**src/rtl/dsr_pkg.sv**
```systemverilog
package dsr_pkg;
    typedef enum logic [1:0] {
        TGT_GPR   = 2'd0,
        TGT_LOCAL = 2'd1,
        TGT_BUS   = 2'd2
    } tgt_e;

    typedef enum logic {
        ST_IDLE = 1'b0,
        ST_BUS  = 1'b1
    } st_e;

    // local register selector = port number minus the first local port
    localparam logic [2:0] SEL_XD  = 3'd0;
    localparam logic [2:0] SEL_XX  = 3'd1;
    localparam logic [2:0] SEL_XY  = 3'd2;
    localparam logic [2:0] SEL_XZ  = 3'd3;
    localparam logic [2:0] SEL_JX  = 3'd4;
    localparam logic [2:0] SEL_SPL = 3'd5;
    localparam logic [2:0] SEL_SPH = 3'd6;
    localparam logic [2:0] SEL_FLG = 3'd7;

    localparam int unsigned N_XREG = 5;
endpackage

```
**src/rtl/dsr_decode.sv**
```systemverilog
module dsr_decode
    import dsr_pkg::*;
#(
    parameter int unsigned ADDR_W = 16,
    parameter int unsigned GPR_N  = 32,
    parameter int unsigned IO_N   = 64
) (
    input  logic                     is_io,
    input  logic [ADDR_W-1:0]        addr,
    output tgt_e                     tgt,
    output logic [$clog2(GPR_N)-1:0] gpr_idx,
    output logic [2:0]               loc_sel,
    output logic [ADDR_W-1:0]        bus_addr
);
    localparam int unsigned GPR_W = $clog2(GPR_N);
    localparam int unsigned IO_W  = $clog2(IO_N);
    localparam int unsigned LOCAL_FIRST = IO_N - 8;

    logic [ADDR_W-1:0] off;
    logic [IO_W-1:0]   port;
    logic              hit_io;

    always_comb begin
        tgt      = TGT_BUS;
        gpr_idx  = '0;
        loc_sel  = '0;
        bus_addr = addr;
        port     = '0;
        hit_io   = 1'b0;
        off      = addr - ADDR_W'(GPR_N);
        if (is_io) begin
            hit_io = 1'b1;
            port   = addr[IO_W-1:0];
        end else if (addr < ADDR_W'(GPR_N)) begin
            tgt     = TGT_GPR;
            gpr_idx = addr[GPR_W-1:0];
        end else if (off < ADDR_W'(IO_N)) begin
            hit_io = 1'b1;
            port   = off[IO_W-1:0];
        end
        if (hit_io) begin
            bus_addr = ADDR_W'(port) + ADDR_W'(GPR_N);
            if (port >= IO_W'(LOCAL_FIRST)) begin
                tgt     = TGT_LOCAL;
                loc_sel = port[2:0];
            end
        end
    end
endmodule

```
**src/rtl/dsr_core_regs.sv**
```systemverilog
module dsr_core_regs
    import dsr_pkg::*;
#(
    parameter logic [3:0] XREG_EN     = 4'b1110,
    parameter bit         SP_TWO_BYTE = 1'b1
) (
    input  logic                       clk,
    input  logic                       rst_n,
    input  logic                       we,
    input  logic [2:0]                 sel,
    input  logic [7:0]                 wdata,
    input  logic [7:0]                 flg_rdata,
    output logic [7:0]                 rdata,
    output logic                       flg_we,
    output logic [7:0]                 flg_wdata,
    output logic [N_XREG-1:0][23:0]    ext_q,
    output logic [15:0]                sp_q
);
    logic [N_XREG-1:0][7:0] xbyte;

    for (genvar g = 0; g < N_XREG; g++) begin : g_xreg
        if (g == N_XREG - 1 || XREG_EN[g % 4]) begin : g_on
            always_ff @(posedge clk) begin
                if (!rst_n)
                    xbyte[g] <= '0;
                else if (we && sel == 3'(g))
                    xbyte[g] <= wdata;
            end
            assert_xreg_hold_R5: assert property (@(posedge clk) disable iff (!rst_n)
                !(we && sel == 3'(g)) |=> $stable(ext_q[g]))
                else $error("extended byte %0d changed without a write", g);
        end else begin : g_off
            assign xbyte[g] = '0;
        end
        assign ext_q[g] = {xbyte[g], 16'h0000};
    end

    always_ff @(posedge clk) begin
        if (!rst_n) begin
            sp_q <= '0;
        end else if (we) begin
            if (sel == SEL_SPL)
                sp_q[7:0] <= wdata;
            if (sel == SEL_SPH && SP_TWO_BYTE)
                sp_q[15:8] <= wdata;
        end
    end

    assign flg_we    = we && (sel == SEL_FLG);
    assign flg_wdata = wdata;

    always_comb begin
        unique case (sel)
            SEL_XD, SEL_XX, SEL_XY, SEL_XZ, SEL_JX: rdata = ext_q[sel][23:16];
            SEL_SPL: rdata = sp_q[7:0];
            SEL_SPH: rdata = sp_q[15:8];
            default: rdata = flg_rdata;
        endcase
    end

    assert_spl_keeps_high_R6: assert property (@(posedge clk) disable iff (!rst_n)
        (we && sel == SEL_SPL) |=> $stable(sp_q[15:8]))
        else $error("stack low write disturbed high byte");

    if (!SP_TWO_BYTE) begin : g_sp_narrow
        assert_sph_locked_R6: assert property (@(posedge clk) disable iff (!rst_n)
            sp_q[15:8] == 8'h00)
            else $error("one-byte stack pointer gained a high byte");
    end
endmodule

```
**src/rtl/dsr_bus_fsm.sv**
```systemverilog
module dsr_bus_fsm
    import dsr_pkg::*;
#(
    parameter int unsigned ADDR_W = 16
) (
    input  logic              clk,
    input  logic              rst_n,
    input  logic              req_valid,
    input  logic              req_write,
    input  tgt_e              tgt,
    input  logic [ADDR_W-1:0] dec_addr,
    input  logic [7:0]        wdata8,
    input  logic [7:0]        near_rdata,
    input  logic              bus_ready,
    input  logic [7:0]        bus_rdata,
    output logic              req_ready,
    output logic              near_fire,
    output logic              rsp_valid,
    output logic [7:0]        rsp_rdata,
    output logic              bus_valid,
    output logic              bus_write,
    output logic [ADDR_W-1:0] bus_addr,
    output logic [7:0]        bus_wdata
);
    st_e               state, state_nx;
    logic [ADDR_W-1:0] lat_addr;
    logic [7:0]        lat_wdata;
    logic              lat_write;

    always_ff @(posedge clk) begin
        if (!rst_n)
            state <= ST_IDLE;
        else
            state <= state_nx;
    end

    always_ff @(posedge clk) begin
        if (!rst_n) begin
            lat_addr  <= '0;
            lat_wdata <= '0;
            lat_write <= 1'b0;
        end else if (state == ST_IDLE && req_valid && tgt == TGT_BUS) begin
            lat_addr  <= dec_addr;
            lat_wdata <= wdata8;
            lat_write <= req_write;
        end
    end

    always_comb begin
        state_nx = state;
        unique case (state)
            ST_IDLE: if (req_valid && tgt == TGT_BUS) state_nx = ST_BUS;
            ST_BUS:  if (bus_ready) state_nx = ST_IDLE;
        endcase
    end

    always_comb begin
        req_ready = 1'b0;
        near_fire = 1'b0;
        rsp_valid = 1'b0;
        rsp_rdata = '0;
        bus_valid = 1'b0;
        unique case (state)
            ST_IDLE: begin
                req_ready = 1'b1;
                if (req_valid && tgt != TGT_BUS) begin
                    near_fire = 1'b1;
                    rsp_valid = 1'b1;
                    rsp_rdata = near_rdata;
                end
            end
            ST_BUS: begin
                bus_valid = 1'b1;
                if (bus_ready) begin
                    rsp_valid = 1'b1;
                    rsp_rdata = bus_rdata;
                end
            end
        endcase
    end

    assign bus_addr  = lat_addr;
    assign bus_wdata = lat_wdata;
    assign bus_write = lat_write;

    assert_bus_hold_R9: assert property (@(posedge clk) disable iff (!rst_n)
        (bus_valid && !bus_ready) |=> (bus_valid && $stable(bus_addr)
            && $stable(bus_wdata) && $stable(bus_write)))
        else $error("bus request dropped or changed before ready");

    assert_bus_from_req_R3: assert property (@(posedge clk) disable iff (!rst_n)
        $rose(bus_valid) |-> $past(req_valid))
        else $error("bus request without an accepted access");
endmodule

```
**src/rtl/dspace_router.sv**
```systemverilog
module dspace_router
    import dsr_pkg::*;
#(
    parameter int unsigned ADDR_W      = 16,
    parameter int unsigned IN_W        = 16,
    parameter int unsigned GPR_N       = 32,
    parameter int unsigned IO_N        = 64,
    parameter logic [3:0]  XREG_EN     = 4'b1110,
    parameter bit          SP_TWO_BYTE = 1'b1
) (
    input  logic                     clk,
    input  logic                     rst_n,
    input  logic                     req_valid,
    output logic                     req_ready,
    input  logic                     req_io,
    input  logic                     req_write,
    input  logic [ADDR_W-1:0]        req_addr,
    input  logic [IN_W-1:0]          req_wdata,
    output logic                     rsp_valid,
    output logic [7:0]               rsp_rdata,
    output logic                     gpr_we,
    output logic [$clog2(GPR_N)-1:0] gpr_idx,
    output logic [7:0]               gpr_wdata,
    input  logic [7:0]               gpr_rdata,
    output logic                     flg_we,
    output logic [7:0]               flg_wdata,
    input  logic [7:0]               flg_rdata,
    output logic                     bus_valid,
    output logic                     bus_write,
    output logic [ADDR_W-1:0]        bus_addr,
    output logic [7:0]               bus_wdata,
    input  logic                     bus_ready,
    input  logic [7:0]               bus_rdata,
    output logic [23:0]              xd_q,
    output logic [23:0]              xx_q,
    output logic [23:0]              xy_q,
    output logic [23:0]              xz_q,
    output logic [23:0]              jx_q,
    output logic [15:0]              sp_q
);
    tgt_e                   tgt;
    logic [2:0]             loc_sel;
    logic [ADDR_W-1:0]      dec_addr;
    logic [7:0]             wdata8;
    logic [7:0]             loc_rdata;
    logic [7:0]             near_rdata;
    logic                   near_fire;
    logic                   loc_we;
    logic [N_XREG-1:0][23:0] ext_q;

    assign wdata8 = req_wdata[7:0];

    dsr_decode #(.ADDR_W(ADDR_W), .GPR_N(GPR_N), .IO_N(IO_N)) u_decode (
        .is_io    (req_io),
        .addr     (req_addr),
        .tgt      (tgt),
        .gpr_idx  (gpr_idx),
        .loc_sel  (loc_sel),
        .bus_addr (dec_addr)
    );

    assign near_rdata = (tgt == TGT_GPR) ? gpr_rdata : loc_rdata;

    dsr_bus_fsm #(.ADDR_W(ADDR_W)) u_fsm (
        .clk        (clk),
        .rst_n      (rst_n),
        .req_valid  (req_valid),
        .req_write  (req_write),
        .tgt        (tgt),
        .dec_addr   (dec_addr),
        .wdata8     (wdata8),
        .near_rdata (near_rdata),
        .bus_ready  (bus_ready),
        .bus_rdata  (bus_rdata),
        .req_ready  (req_ready),
        .near_fire  (near_fire),
        .rsp_valid  (rsp_valid),
        .rsp_rdata  (rsp_rdata),
        .bus_valid  (bus_valid),
        .bus_write  (bus_write),
        .bus_addr   (bus_addr),
        .bus_wdata  (bus_wdata)
    );

    assign gpr_we    = near_fire && req_write && (tgt == TGT_GPR);
    assign gpr_wdata = wdata8;
    assign loc_we    = near_fire && req_write && (tgt == TGT_LOCAL);

    dsr_core_regs #(.XREG_EN(XREG_EN), .SP_TWO_BYTE(SP_TWO_BYTE)) u_regs (
        .clk       (clk),
        .rst_n     (rst_n),
        .we        (loc_we),
        .sel       (loc_sel),
        .wdata     (wdata8),
        .flg_rdata (flg_rdata),
        .rdata     (loc_rdata),
        .flg_we    (flg_we),
        .flg_wdata (flg_wdata),
        .ext_q     (ext_q),
        .sp_q      (sp_q)
    );

    assign xd_q = ext_q[0];
    assign xx_q = ext_q[1];
    assign xy_q = ext_q[2];
    assign xz_q = ext_q[3];
    assign jx_q = ext_q[4];

    assert_one_target_R1: assert property (@(posedge clk) disable iff (!rst_n)
        $onehot0({gpr_we, flg_we, bus_valid}))
        else $error("more than one destination active");
endmodule

```
**config.mk**
```make
export PLATFORM = sky130hd
export DESIGN_NAME = dspace_router
export DESIGN_NICKNAME = d
export VERILOG_FILES = /design/src/rtl/dsr_pkg.sv /design/src/rtl/dsr_decode.sv /design/src/rtl/dsr_core_regs.sv /design/src/rtl/dsr_bus_fsm.sv /design/src/rtl/dspace_router.sv
export SDC_FILE = /design/constraint.sdc
export NUM_CORES = 1
export LEC_CHECK = 0
export CAP_MARGIN = 20
export CORE_MARGIN = 8
export CORE_UTILIZATION = 40
export CTS_CLUSTER_DIAMETER = 150
export CTS_CLUSTER_SIZE = 24
export DETAILED_ROUTE_END_ITERATION = 7
export PLACE_DENSITY = 0.9
export SETUP_SLACK_MARGIN = 0.4
export SLEW_MARGIN = 0
export SYNTH_ARGS = -nofsm -noshare
export SYNTH_HDL_FRONTEND = slang
export SYNTH_SLANG_ARGS = --single-unit
```
**constraint.sdc**
```tcl
create_clock -name clk -period 5.9 [get_ports clk]
set_input_delay 1.77 -clock clk [delete_from_list [all_inputs] [get_ports clk]]
set_output_delay 1.77 -clock clk [all_outputs]
set_load 0.1 [all_outputs]
```
### Yosys cells after proc, flatten, opt, wreduce, memory -nomap -nowiden

Index checks and enable logic that the tools add are counted.

| operators by class | value |
|---|---|
| add/subtract/negate cells | 2 |
| $lt $le $gt $ge | 4 |
| equality and inequality tests | 10 |
| multiplexer cells | 31 |
| bitwise logic cells | 1 |
| reduce and logical (&&, ||, !) cells | 17 |

Operators by type and width:

| cell | number |
|---|---|
| binary-select mux 24 bit (select 3 bit) | 1 |
| two-way mux 24 bit | 1 |
| two-way mux 8 bit | 3 |
| case mux 8 bit (3 select lines) | 1 |
| two-way mux 6 bit | 3 |
| < comparator 16 x 6 -> 1 bit (second input constant) | 1 |
| < comparator 16 x 7 -> 1 bit (second input constant) | 1 |
| two-way mux 16 bit | 1 |
| case mux 8 bit (2 select lines) | 1 |
| subtractor 16 x 6 -> 16 bit (second input constant) | 1 |
| == test 3 bit (second input constant) | 4 |
| logical AND 1 bit | 12 |
| two-way mux 1 bit | 10 |
| two-way mux 5 bit | 2 |
| two-way mux 2 bit | 4 |
| adder 6 x 6 -> 7 bit (second input constant) | 1 |
| == test 3 x 2 -> 1 bit (second input constant) | 2 |
| >= comparator 6 bit (second input constant) | 1 |
| two-way mux 3 bit | 2 |
| OR reduction 5 bit | 1 |
| < comparator 3 x 4 -> 1 bit (second input constant) | 1 |
| case mux 1 bit (2 select lines) | 2 |
| AND reduction 2 bit | 2 |
| == test 3 x 1 -> 1 bit (second input constant) | 1 |
| 6 further kinds | 6 |

| word-level totals | value |
|---|---|
| register bits | 74 |
| logic and storage cells | 75 |

### Logic depth before layout (Yosys ltp)

Gate-level depths: netlist of the first run.

| logic depth | value |
|---|---|
| word-level depth | 15 |
| gate-level depth with buffers | 11 |

### Hierarchy

Synthesis of the first run repeated with hierarchy kept, for this count alone.

| second synthesis, totals | value |
|---|---|
| cells, all modules | 564 |
| area, all modules | 4,827.1 um^2 |

By module, submodules not included:

| module | instances | cells an instance | area each (um^2) |
|---|---|---|---|
| dsr_core_regs | 1 | 349 | 3,111.7 |
| dsr_bus_fsm | 1 | 147 | 1,216.2 |
| dsr_decode | 1 | 49 | 319.1 |
| dspace_router | 1 | 19 | 180.2 |

### Worst setup path after synthesis of the first run

OpenSTA, ideal clock, no wires.

| path | value |
|---|---|
| kind | input -> output |
| from | in req_addr[5] |
| to | out flg_we |
| arrival | 5,269 ps |
| data required time | 4,130 ps |
| slack | -1,139 ps |
| cell stages on the path | 10 |
| path buffers | 2 |
| cell sequence | buf_6 -> inv_1 -> ha_1 -> xnor2_1 -> nand3_1 -> o31ai_4 -> nor2b_1 -> clkbuf_1 -> inv_1 -> nor3_1 |

| between the ends | value |
|---|---|
| longest elaborated chain between the ends | 15 |

Ends and longest elaborated chain:

| what | RTL line | text |
|---|---|---|
| start, declared | dspace_router.sv:17 | `input logic [ADDR_W-1:0] req_addr,` |
| subtractor 16 x 6 -> 16 bit | dsr_decode.sv:30 | `off = addr - ADDR_W'(GPR_N);` |
| < comparator 16 x 7 -> 1 bit | dsr_decode.sv:37 | `end else if (off < ADDR_W'(IO_N)) begin` |
| two-way mux 6 bit | dsr_decode.sv:37 |  |
| two-way mux 6 bit | dsr_decode.sv:34 | `end else if (addr < ADDR_W'(GPR_N)) begin` |
| two-way mux 6 bit | dsr_decode.sv:31 | `if (is_io) begin` |
| >= comparator 6 bit | dsr_decode.sv:43 | `if (port >= IO_W'(LOCAL_FIRST)) begin` |
| two-way mux 2 bit | dsr_decode.sv:43 |  |
| two-way mux 2 bit | dsr_decode.sv:41 | `if (hit_io) begin` |
| != test 2 bit | dsr_bus_fsm.sv:66 | `if (req_valid && tgt != TGT_BUS) begin` |
| logical AND 1 bit | dsr_bus_fsm.sv:66 |  |
| two-way mux 1 bit | dsr_bus_fsm.sv:66 |  |
| two-way mux 1 bit | dsr_bus_fsm.sv:63 | `unique case (state)` |
| logical AND 1 bit (2 in a row) | dspace_router.sv:87 | `assign loc_we = near_fire && req_write && (tgt == TGT_LOCAL);` |
| logical AND 1 bit (*) | dsr_core_regs.sv:49 | `assign flg_we = we && (sel == SEL_FLG);` |
| end, declared | dspace_router.sv:25 | `output logic flg_we,` |

Every way passes the cells marked *; elsewhere a longest branch is shown, timed or not.

### Worst setup path after layout of the first run

| path | value |
|---|---|
| from | in req_addr[5] |
| to | out rsp_rdata[1] |

| between the ends | value |
|---|---|
| longest elaborated chain between the ends | 14 |

Ends and longest elaborated chain:

| what | RTL line | text |
|---|---|---|
| subtractor 16 x 6 -> 16 bit | dsr_decode.sv:30 |  |
| < comparator 16 x 7 -> 1 bit | dsr_decode.sv:37 |  |
| two-way mux 6 bit | dsr_decode.sv:37 |  |
| two-way mux 6 bit | dsr_decode.sv:34 |  |
| two-way mux 6 bit | dsr_decode.sv:31 |  |
| >= comparator 6 bit | dsr_decode.sv:43 |  |
| two-way mux 3 bit | dsr_decode.sv:43 |  |
| two-way mux 3 bit | dsr_decode.sv:41 |  |
| binary-select mux 24 bit (select 3 bit) (tied with other cells) | dsr_core_regs.sv:54 | `SEL_XD, SEL_XX, SEL_XY, SEL_XZ, SEL_JX: rdata = ext_q[sel][23:16];` |
| two-way mux 24 bit (not written as such) or OR reduction 5 bit (tied branches) | dsr_core_regs.sv:54, dsr_core_regs.sv:53 |  |
| case mux 8 bit (3 select lines) | dsr_core_regs.sv:53 | `unique case (sel)` |
| two-way mux 8 bit | dspace_router.sv:62 | `assign near_rdata = (tgt == TGT_GPR) ? gpr_rdata : loc_rdata;` |
| two-way mux 8 bit (*) | dsr_bus_fsm.sv:66 |  |
| case mux 8 bit (2 select lines) (*) | dsr_bus_fsm.sv:63 |  |
| end, declared | dspace_router.sv:20 | `output logic [7:0] rsp_rdata,` |

Every way passes the cells marked *; elsewhere a longest branch is shown, timed or not. The select of a mux whose other input is x is not followed.

==> results_dict.tcl, run 1 <==
set metrics [dict create \
    io_pins 257 \
    clk_pin_slew_ps 60 \
    top_layer "met4" \
    place_ws_ps -53.1 \
    synth_common_cells "buf_4, nand2_1, dfxtp_1" \
    required_ps 4130 \
    seq_area_frac_synth_pct 31.1 \
    clkSinkCount 74 \
    layout_setup_ws_ps 359 \
    dieHeight_um 125 \
    avgRoutedWirePerCell_um 18.4 \
    drc_errors 0 \
    yosys.area.top_type_share_pct 31.1 \
    dp_hpwl_mm 12.0 \
    synth_edf_count 0 \
    initialDrtViolationCount 267 \
    synthToLayoutAreaGrowth_pct 44.8 \
    synth_ff_type "dfxtp_1" \
    fillCellCount 1056 \
    drv_slew 0 \
    n_antenna_cell 0 \
    gr-total-overflow 0 \
    ir_worst_vdd_mv 0.153 \
    firstDrtPassIters 4 \
    worst_ep_arrival_time_ps 3770 \
    place_inst 855 \
    cts_max_level 3 \
    antenna_found_initial 0 \
    crit_type "in2out" \
    port_buffers 160 \
    async_flop_share_pct 0 \
    numCtsBuffers 9 \
    track_usage_pct 19.8 \
    setup_viol 0 \
    slew_headroom_pct 31.4 \
    fp.dieW_um 125 \
    start_kind "input pin" \
    vias 4390 \
    postSynthAreaPerCell_um2 8.39 \
    place_congestion 0.829 \
    hold_viol_final 0 \
    wl_met3_mm 1.64 \
    status "complete, no violations" \
    end_kind "output port" \
    viasPerCell 5.02 \
    grt_pass1_wl_mm 25.2 \
    synthCells 567 \
    yosysTopAreaCell "dfxtp_1" \
    clk_latency_ps 330 \
    ys_ff_latch 74 \
    p_leak_nw 2.85 \
    period_share_pct 93.9 \
    wl_met2_mm 8.03 \
    dieArea_mm2 0.0156 \
    power.density_mw_per_mm2 255 \
    grt_max_degree 62 \
    skew_ps 5.11 \
    fin_crit_ps 5540 \
    start_util_pct 40.3 \
    drtAntennaViolNets 0 \
    drive_above_1_share_pct 19.6 \
    synthesis.area_mm2 0.00476 \
    clock-root-buffer "clkbuf_16" \
    power_w 0.00176 \
    drt_wl_total_mm 16.1 \
    yosys_warnings 0 \
    worst_pin_slew_ps 1030 \
    cts_tree "built" \
    cap_viol_max_count 0 \
    max_freq_ghz 0.180 \
    post-route-util_pct 58.3 \
    yosysUniqueCellTypes 54 \
    worstPathMaxFanout 8 \
    hold_class "reg2reg" \
    rsz0062_at_grt "yes" \
    grt_pass1_vias 4545 \
    synth_most_common_cell "buf_4" \
    layout.nets 786 \
    finalNonFillerCells 875 \
    num_rows 40 \
    synth_area_leaders "dfxtp_1, buf_4, mux2i_1, nand2_1, a21boi_1" \
    wl_met1_mm 6.10 \
    core_area_mm2 0.0118 \
    cts_buffer_depth 2 \
]
-- flip-flops by register name (all words and copies together) (netlist names) --
name	count
u_fsm.bus_write	1
u_fsm.bus_wdata	8
u_regs.ext_q	32
u_regs.sp_q	16
u_fsm.state	1
u_fsm.bus_addr	16
-- final timing paths --
| path | cells after the start | to | from | slack, ps |
|---|---|---|---|---|
| setup / recovery | 12 | rsp_rdata[1] | req_addr[5] | 360 |
| hold / removal | 2 | u_fsm.bus_addr[13] | u_fsm.bus_addr[13] | 450 |
| hold reg to reg | 2 | u_fsm.bus_addr[13] | u_fsm.bus_addr[13] | 450 |
| setup reg to reg | 5 | u_fsm.bus_addr[8] | u_fsm.state | 3780 |
-- through the flow --
stage / TNS (ps) / area, um2 / hold slack [ps]
finish: 0 / 6890 / 449
floorplan: 0 / 5230 / 878
detailed placement: -224 / 6450 / 442
CTS: 0 / 6820 / 451
global placement: -253 / 6450 / 438
global route: 0 / 6890 / 469
-- placed cells by master (no fill, tap or decap), types with 3 or more instances in the layout --
| master | n |
|---|---|
| clkdlybuf4s50_1 | 115 |
| nand2_1 | 95 |
| conb_1 | 88 |
| dfxtp_1 | 74 |
| mux2i_1 | 56 |
| buf_4 | 47 |
| a21boi_1 | 19 |
| buf_12 | 18 |
| o22ai_1 | 16 |
| nor2_1 | 14 |
| nor3_1 | 10 |
| a211oi_1 | 10 |
| nor2b_1 | 10 |
| o21a_1 | 9 |
| a21oi_1 | 9 |
| clkbuf_16 | 9 |
| a22oi_2 | 8 |
| mux2_2 | 8 |
| o211ai_1 | 8 |
| nand2_4 | 8 |
| inv_1 | 7 |
| nand3b_1 | 6 |
| buf_2 | 6 |
| and2_2 | 5 |
| a21boi_0 | 4 |
| dlymetal6s2s_1 | 4 |
| nand3_1 | 3 |
| or4_1 | 3 |
| o41ai_1 | 3 |
| bufinv_16 | 3 |
-- critical path, cell delays in order --
cell      delay [ps]
buf_8            100
buf_4            130
buf_4            150
xnor2_4          170
nand4_1          110
buf_4            170
nor4_2           280
buf_4            220
a211oi_1         100
o211ai_1         320
nand2_4           80
buf_12           170
-- power by group --
| part | leakage [nW] | total [W] | switching [W] | internal, W |
|---|---|---|---|---|
| logic | 2.09 | 0.000602 | 0.000487 | 0.000114 |
| registers | 0.600 | 0.000515 | 0.00000516 | 0.000510 |
| clock network | 0.163 | 0.000642 | 0.000227 | 0.000415 |
| total | 2.85 | 0.00176 | 0.000720 | 0.00104 |
-- layer usage --
layer	vias to the layer above	track usage, %
met1	2090	21.3
met4	0	6.30
met2	192	34.7
li1	2080	-
met3	28	8.29
met5	-	0
-- final cells by class --
class / count / area [um2] / area share, %
timing repair buffer: 194 / 1990 / 28.9
sequential: 74 / 1480 / 21.5
inverter: 7 / 26.3 / 0.382
tap: 147 / 184 / 2.67
multi-input combinational: 437 / 2860 / 41.5
clock inverter: 6 / 115 / 1.67
clock buffer: 10 / 229 / 3.32
-- cell families (layout without fill, tap and decap cells) --
logic type / count (synthesis) / after routing / share of synthesized area (%)
compound gates: 97 / 97 / 14.9
flops: 74 / 74 / 31.1
xor+xnor: 3 / 3 / 0.552
buf+inv: 143 / 217 / 20.1
simple gates: 184 / 184 / 19.3
other cells: 1 / 88 / 0.0788
mux: 64 / 64 / 13.7
fa+ha+maj: 1 / 1 / 0.263
-- what timing repair did --
item,4_1_cts,5_1_grt
cloned,1,0
hold buffers,0,0
gates resized for setup,39,12
buffers inserted,2,1
pin swaps,10,4
hold endpoints to repair,0,0
setup endpoints to repair,16,16
No activity file was read; power rests on OpenSTA's default activity.
==> run 2: changes to the inputs <==
--- a/config.mk
+++ b/config.mk
@@ -7,11 +7,12 @@
 export LEC_CHECK = 0
 export CAP_MARGIN = 20
 export CORE_MARGIN = 8
-export CORE_UTILIZATION = 40
+export CORE_UTILIZATION = 43
 export CTS_CLUSTER_DIAMETER = 150
 export CTS_CLUSTER_SIZE = 24
 export DETAILED_ROUTE_END_ITERATION = 7
-export PLACE_DENSITY = 0.9
+export PLACE_DENSITY = 0.95
+export REMOVE_ABC_BUFFERS = 1
 export SETUP_SLACK_MARGIN = 0.4
 export SLEW_MARGIN = 0
 export SYNTH_ARGS = -nofsm -noshare
==> constraint.sdc (replaced) <==
create_clock -name clk -period 6.7 [get_ports clk]
set_input_delay 2.01 -clock clk [delete_from_list [all_inputs] [get_ports clk]]
set_output_delay 2.01 -clock clk [all_outputs]
set_load 0.1 [all_outputs]
==> run 2 against run 1 <==
Combinational power decreased by 14%. Cell area down 4.6%. Clock power shrank 33%. Final cell count is 1.7% lower.
==> results_dict.tcl, run 2 (same netlist as run 1, synthesis figures left out) <==
set metrics [dict create \
    grt_max_degree 45 \
    gr-total-overflow 0 \
    skew_ps 6.67 \
    hold_class "reg2reg" \
    end_kind "output port" \
    worstPathMaxFanout 5 \
    slew_headroom_pct 31.1 \
    max_freq_ghz 0.162 \
    viasPerCell 5.07 \
    dieHeight_um 121 \
    cts_tree "built" \
    clk_latency_ps 340 \
    core_area_mm2 0.0108 \
    power.density_mw_per_mm2 213 \
    hold_viol_final 0 \
    drc_errors 0 \
    port_buffers 160 \
    numCtsBuffers 9 \
    setup_tns_ps 0 \
    clock-root-buffer "clkbuf_8" \
    drtAntennaViolNets 0 \
    p_leak_nw 2.70 \
    period_share_pct 92.2 \
    worst_ep_arrival_time_ps 4170 \
    fin_crit_ps 6180 \
    hold_slack_ps 452 \
    status "complete, no violations" \
    drv_slew 0 \
    fp.dieW_um 121 \
    rr_worst_depth 5 \
    antenna_found_initial 0 \
    layout_commonest_cell "clkdlybuf4s50_1" \
    cts_buffer_depth 2 \
    whs_path_depth 2 \
    cts_max_level 3 \
    io_pins 257 \
    finalNonFillerCells 860 \
    drt_wl_total_mm 15.7 \
    rsz0062_at_grt "no" \
    cap_viol_max_count 0 \
    worst_pin_slew_ps 1030 \
    firstDrtPassIters 5 \
    grt_pass1_vias 4296 \
    cts_hold_buf 0 \
    num_rows 38 \
    grt_pass1_wl_mm 23.9 \
    clkSinkCount 74 \
    final_cell_mix "clkdlybuf4s50_1, nand2_1, conb_1" \
    largest_register_ffs 32 \
    place_congestion 0.919 \
    synthToLayoutAreaGrowth_pct 38.1 \
    initialDrtViolationCount 264 \
    start_kind "input pin" \
    ir_worst_vdd_mv 0.136 \
    required_ps 4690 \
    clk_pin_slew_ps 90 \
    vias 4357 \
    avgRoutedWirePerCell_um 18.2 \
    drive_above_1_share_pct 15.3 \
    setup_viol 0 \
    dieArea_mm2 0.0147 \
    n_antenna_cell 0 \
    crit_type "in2out" \
    track_usage_pct 20.5 \
    place_inst 842 \
    post-route-util_pct 60.6 \
    start_util_pct 43.9 \
    dp_hpwl_mm 11.8 \
    layout.nets 778 \
]
run 2: metrics by stage:
stage,worst slack (ps),cell area (um2),total power (W)
4_1_cts,400,6570,0.00140
3_5_place_dp,210,6240,0.000975
2_1_floorplan,-729,4160,0.000818
3_3_place_gp,239,6240,0.000971
6_report,520,6570,0.00140
5_1_grt,410,6570,0.00144
run 2: final timing paths:
check | startpoint | slack [ps] | end
hold / removal | u_fsm.bus_addr[10] | 450 | u_fsm.bus_addr[10]
setup / recovery | req_addr[6] | 520 | rsp_rdata[3]
setup reg to reg | u_fsm.state | 4640 | u_fsm.bus_addr[8]
hold reg to reg | u_fsm.bus_addr[10] | 450 | u_fsm.bus_addr[10]
run 2: area by class of cell:
cell class | count | area [um2]
sequential | 74 | 1480
timing repair buffer | 186 | 1920
multi-input combinational | 437 | 2730
inverter | 7 | 26.3
clock inverter | 6 | 115
fill | 947 | 4270
tap | 140 | 175
clock buffer | 10 | 128
run 2: worst max-delay path, stage by stage:
cell             delay, ps
clkdlybuf4s15_2        220
or4_4                  520
or3_4                  400
nor4_4                 200
nor2b_4                250
buf_8                  170
a22oi_2                 70
nand2_2                130
buf_12                 180
run 2: repair_timing:
action                                  CTS  global route
resized for setup                        30             0
pin swaps                                11             1
endpoints found under the setup margin   11             9
endpoints found under the hold margin     0             0
gates cloned                              1             0
buffers inserted                          1             0
run 2: power by group:
group	internal [W]	switching, W
Clock	0.000249	0.000182
Combinational	0.0000930	0.000423
Sequential	0.000449	0.00000441
Total	0.000791	0.000609
run 2: metal layers:
metal	share of wire [%]	vias up	GRT usage, %
met3	10	28	6.75
met1	39	2057	23.1
li1	-	2065	-
met2	49	207	35.7
met5	0	-	0
met4	2.1	0	6.55
==> run 3: changes to the inputs <==
--- a/config.mk
+++ b/config.mk
@@ -5,12 +5,12 @@
 export SDC_FILE = /design/constraint.sdc
 export NUM_CORES = 1
 export LEC_CHECK = 0
-export CAP_MARGIN = 20
 export CORE_MARGIN = 8
 export CORE_UTILIZATION = 43
 export CTS_CLUSTER_DIAMETER = 150
 export CTS_CLUSTER_SIZE = 24
 export DETAILED_ROUTE_END_ITERATION = 7
+export MAX_ROUTING_LAYER = met4
 export PLACE_DENSITY = 0.95
 export REMOVE_ABC_BUFFERS = 1
 export SETUP_SLACK_MARGIN = 0.4
==> run 3 against run 2 <==
Register-to-register slack improved by 20 ps. Critical path depth did not move. Setup slack got worse by 4.5 ps. Count of clock-buffer cells in the layout did not move. Combinational power barely moved. Sequential cell count did not move. Cell area did not move. Critical endpoint unchanged.
==> results_dict.tcl, run 3 (same netlist as run 1, synthesis figures left out) <==
set metrics [dict create \
    worst_ep_arrival_time_ps 4170 \
    dieHeight_um 121 \
    fp.dieW_um 121 \
    layout_commonest_cell "clkdlybuf4s50_1" \
    drt_wl_total_mm 15.7 \
    ir_worst_vdd_mv 0.136 \
    port_buffers 160 \
    crit_type "in2out" \
    drtAntennaViolNets 0 \
    track_usage_pct 21.0 \
    design_area_mm2 0.00657 \
    core_area_mm2 0.0108 \
    critPathSlowestCell "or4_4" \
    grt_pass1_vias 4288 \
    dp_hpwl_mm 11.8 \
    largest_register_ffs 32 \
    swShare_pct 43.4 \
    fin_crit_ps 6180 \
    start_kind "input pin" \
    p_sw_w 0.000606 \
    antenna_found_initial 0 \
    crit_chain "clkdlybuf4s15_2 > or4_4 > or3_4 > nor4_4 > nor2b_4 > buf_8 > a22oi_2 > nand2_2 > buf_12" \
    required_ps 4690 \
    cts_max_level 3 \
    clk_latency_ps 350 \
    place_ws_ps 210 \
    p_comb_share_pct 36.9 \
    io_pins 257 \
    max_freq_ghz 0.162 \
    drv_slew 0 \
    p_int_w 0.000791 \
    avgRoutedWirePerCell_um 18.3 \
    status "complete, no violations" \
    critPathBufInv 3 \
    cpPeakStageDelay_ps 520 \
    worstPathMaxFanout 5 \
    setup_viol 0 \
    grt_max_degree 45 \
    slew_headroom_pct 30.9 \
    power.density_mw_per_mm2 213 \
    pwr-share-clk_pct 30.6 \
    initialDrtViolationCount 202 \
    gr-total-overflow 0 \
    place_congestion 0.935 \
    dieArea_mm2 0.0147 \
    drc_errors 0 \
    vias 4319 \
    cap_viol_max_count 0 \
    period_share_pct 92.3 \
    power_frac_seq_pct 32.4 \
    drive_above_1_share_pct 15.3 \
    final_cell_mix "clkdlybuf4s50_1, nand2_1, conb_1" \
    rsz0062_at_grt "no" \
    cts_buffer_depth 2 \
    p_leak_nw 2.70 \
    clk_pin_slew_ps 90 \
    firstDrtPassIters 4 \
    start_util_pct 43.9 \
    end_kind "output port" \
    cts_tree "built" \
    viasPerCell 5.02 \
    path_delay_family "simple AND/OR/NAND/NOR gates" \
    hold_class "reg2reg" \
    skew_ps 7.65 \
    layout.nets 778 \
    numCtsBuffers 9 \
    clock-root-buffer "clkbuf_8" \
    dpl_cell_area_mm2 0.00624 \
    worst_pin_slew_ps 1030 \
    synthToLayoutAreaGrowth_pct 38.1 \
    hold_viol_final 0 \
    grt_pass1_wl_mm 23.9 \
    n_antenna_cell 0 \
    setup_tns_ps 0 \
    cts_hold_buf 0 \
    clkSinkCount 74 \
    layout_setup_ws_ps 515 \
    num_rows 38 \
]
run 3: cell counts in the layout (fill, tap and decap cells not counted):
No cell type changed its count.
run 3: cell type report:
class	instances	area (um2)
fillers	947	4270
repair buffers	186	1920
flip-flops and latches	74	1480
inverters	7	26.3
clock inverters	6	115
well taps	140	175
clock buffers	10	128
multi-input cells	437	2730
run 3: worst paths after layout:
path / from / end / slack (ps) / cells after the start
worst max-delay path: req_addr[6] / rsp_rdata[3] / 520 / 9
worst min-delay path: u_fsm.bus_addr[10] / u_fsm.bus_addr[10] / 450 / 2
worst max register to register: u_fsm.state / u_fsm.bus_addr[8] / 4660 / 5
worst min register to register: u_fsm.bus_addr[10] / u_fsm.bus_addr[10] / 450 / 2
run 3: power groups by stage:
stage | combinational (W) | clock, W | sequential [W]
2_1_floorplan | 0.000288 | 0 | 0.000530
3_3_place_gp | 0.000508 | 0 | 0.000463
3_5_place_dp | 0.000511 | 0 | 0.000464
4_1_cts | 0.000514 | 0.000433 | 0.000453
5_1_grt | 0.000532 | 0.000457 | 0.000454
6_report | 0.000516 | 0.000428 | 0.000453
run 3: worst reg2reg max path: stages (launching register included):
cell	delay, ps
dfxtp_1	320
inv_1	80
nand2_1	270
or3_4	640
or4b_4	570
a21boi_2	120
run 3: what timing repair did:
item / 4_1_cts / 5_1_grt
buffers inserted: 1 / 0
pin swaps: 11 / 1
endpoints found under the setup margin: 11 / 9
gates resized for setup: 30 / 0
gates cloned: 1 / 0
run 3: routing by layer:
metal / vias up / GRT usage (%) / part of all wire, %
met3: 28 / 5.30 / 9.2
li1: 2065 / - / -
met4: 0 / 6.55 / 2.1
met2: 199 / 35.6 / 49
met5: - / - / 0
met1: 2027 / 24.0 / 39
run 3: through the flow:
step / std cells / hold WS (ps) / power, W / utilization, %
finish: 860 / 451 / 0.00140 / 60.6
floorplan: 518 / 883 / 0.000818 / -
detailed placement: 842 / 443 / 0.000975 / 57.6
global route: 860 / 476 / 0.00144 / 60.6
global placement: 842 / 436 / 0.000971 / 57.6
CTS: 860 / 455 / 0.00140 / 60.6
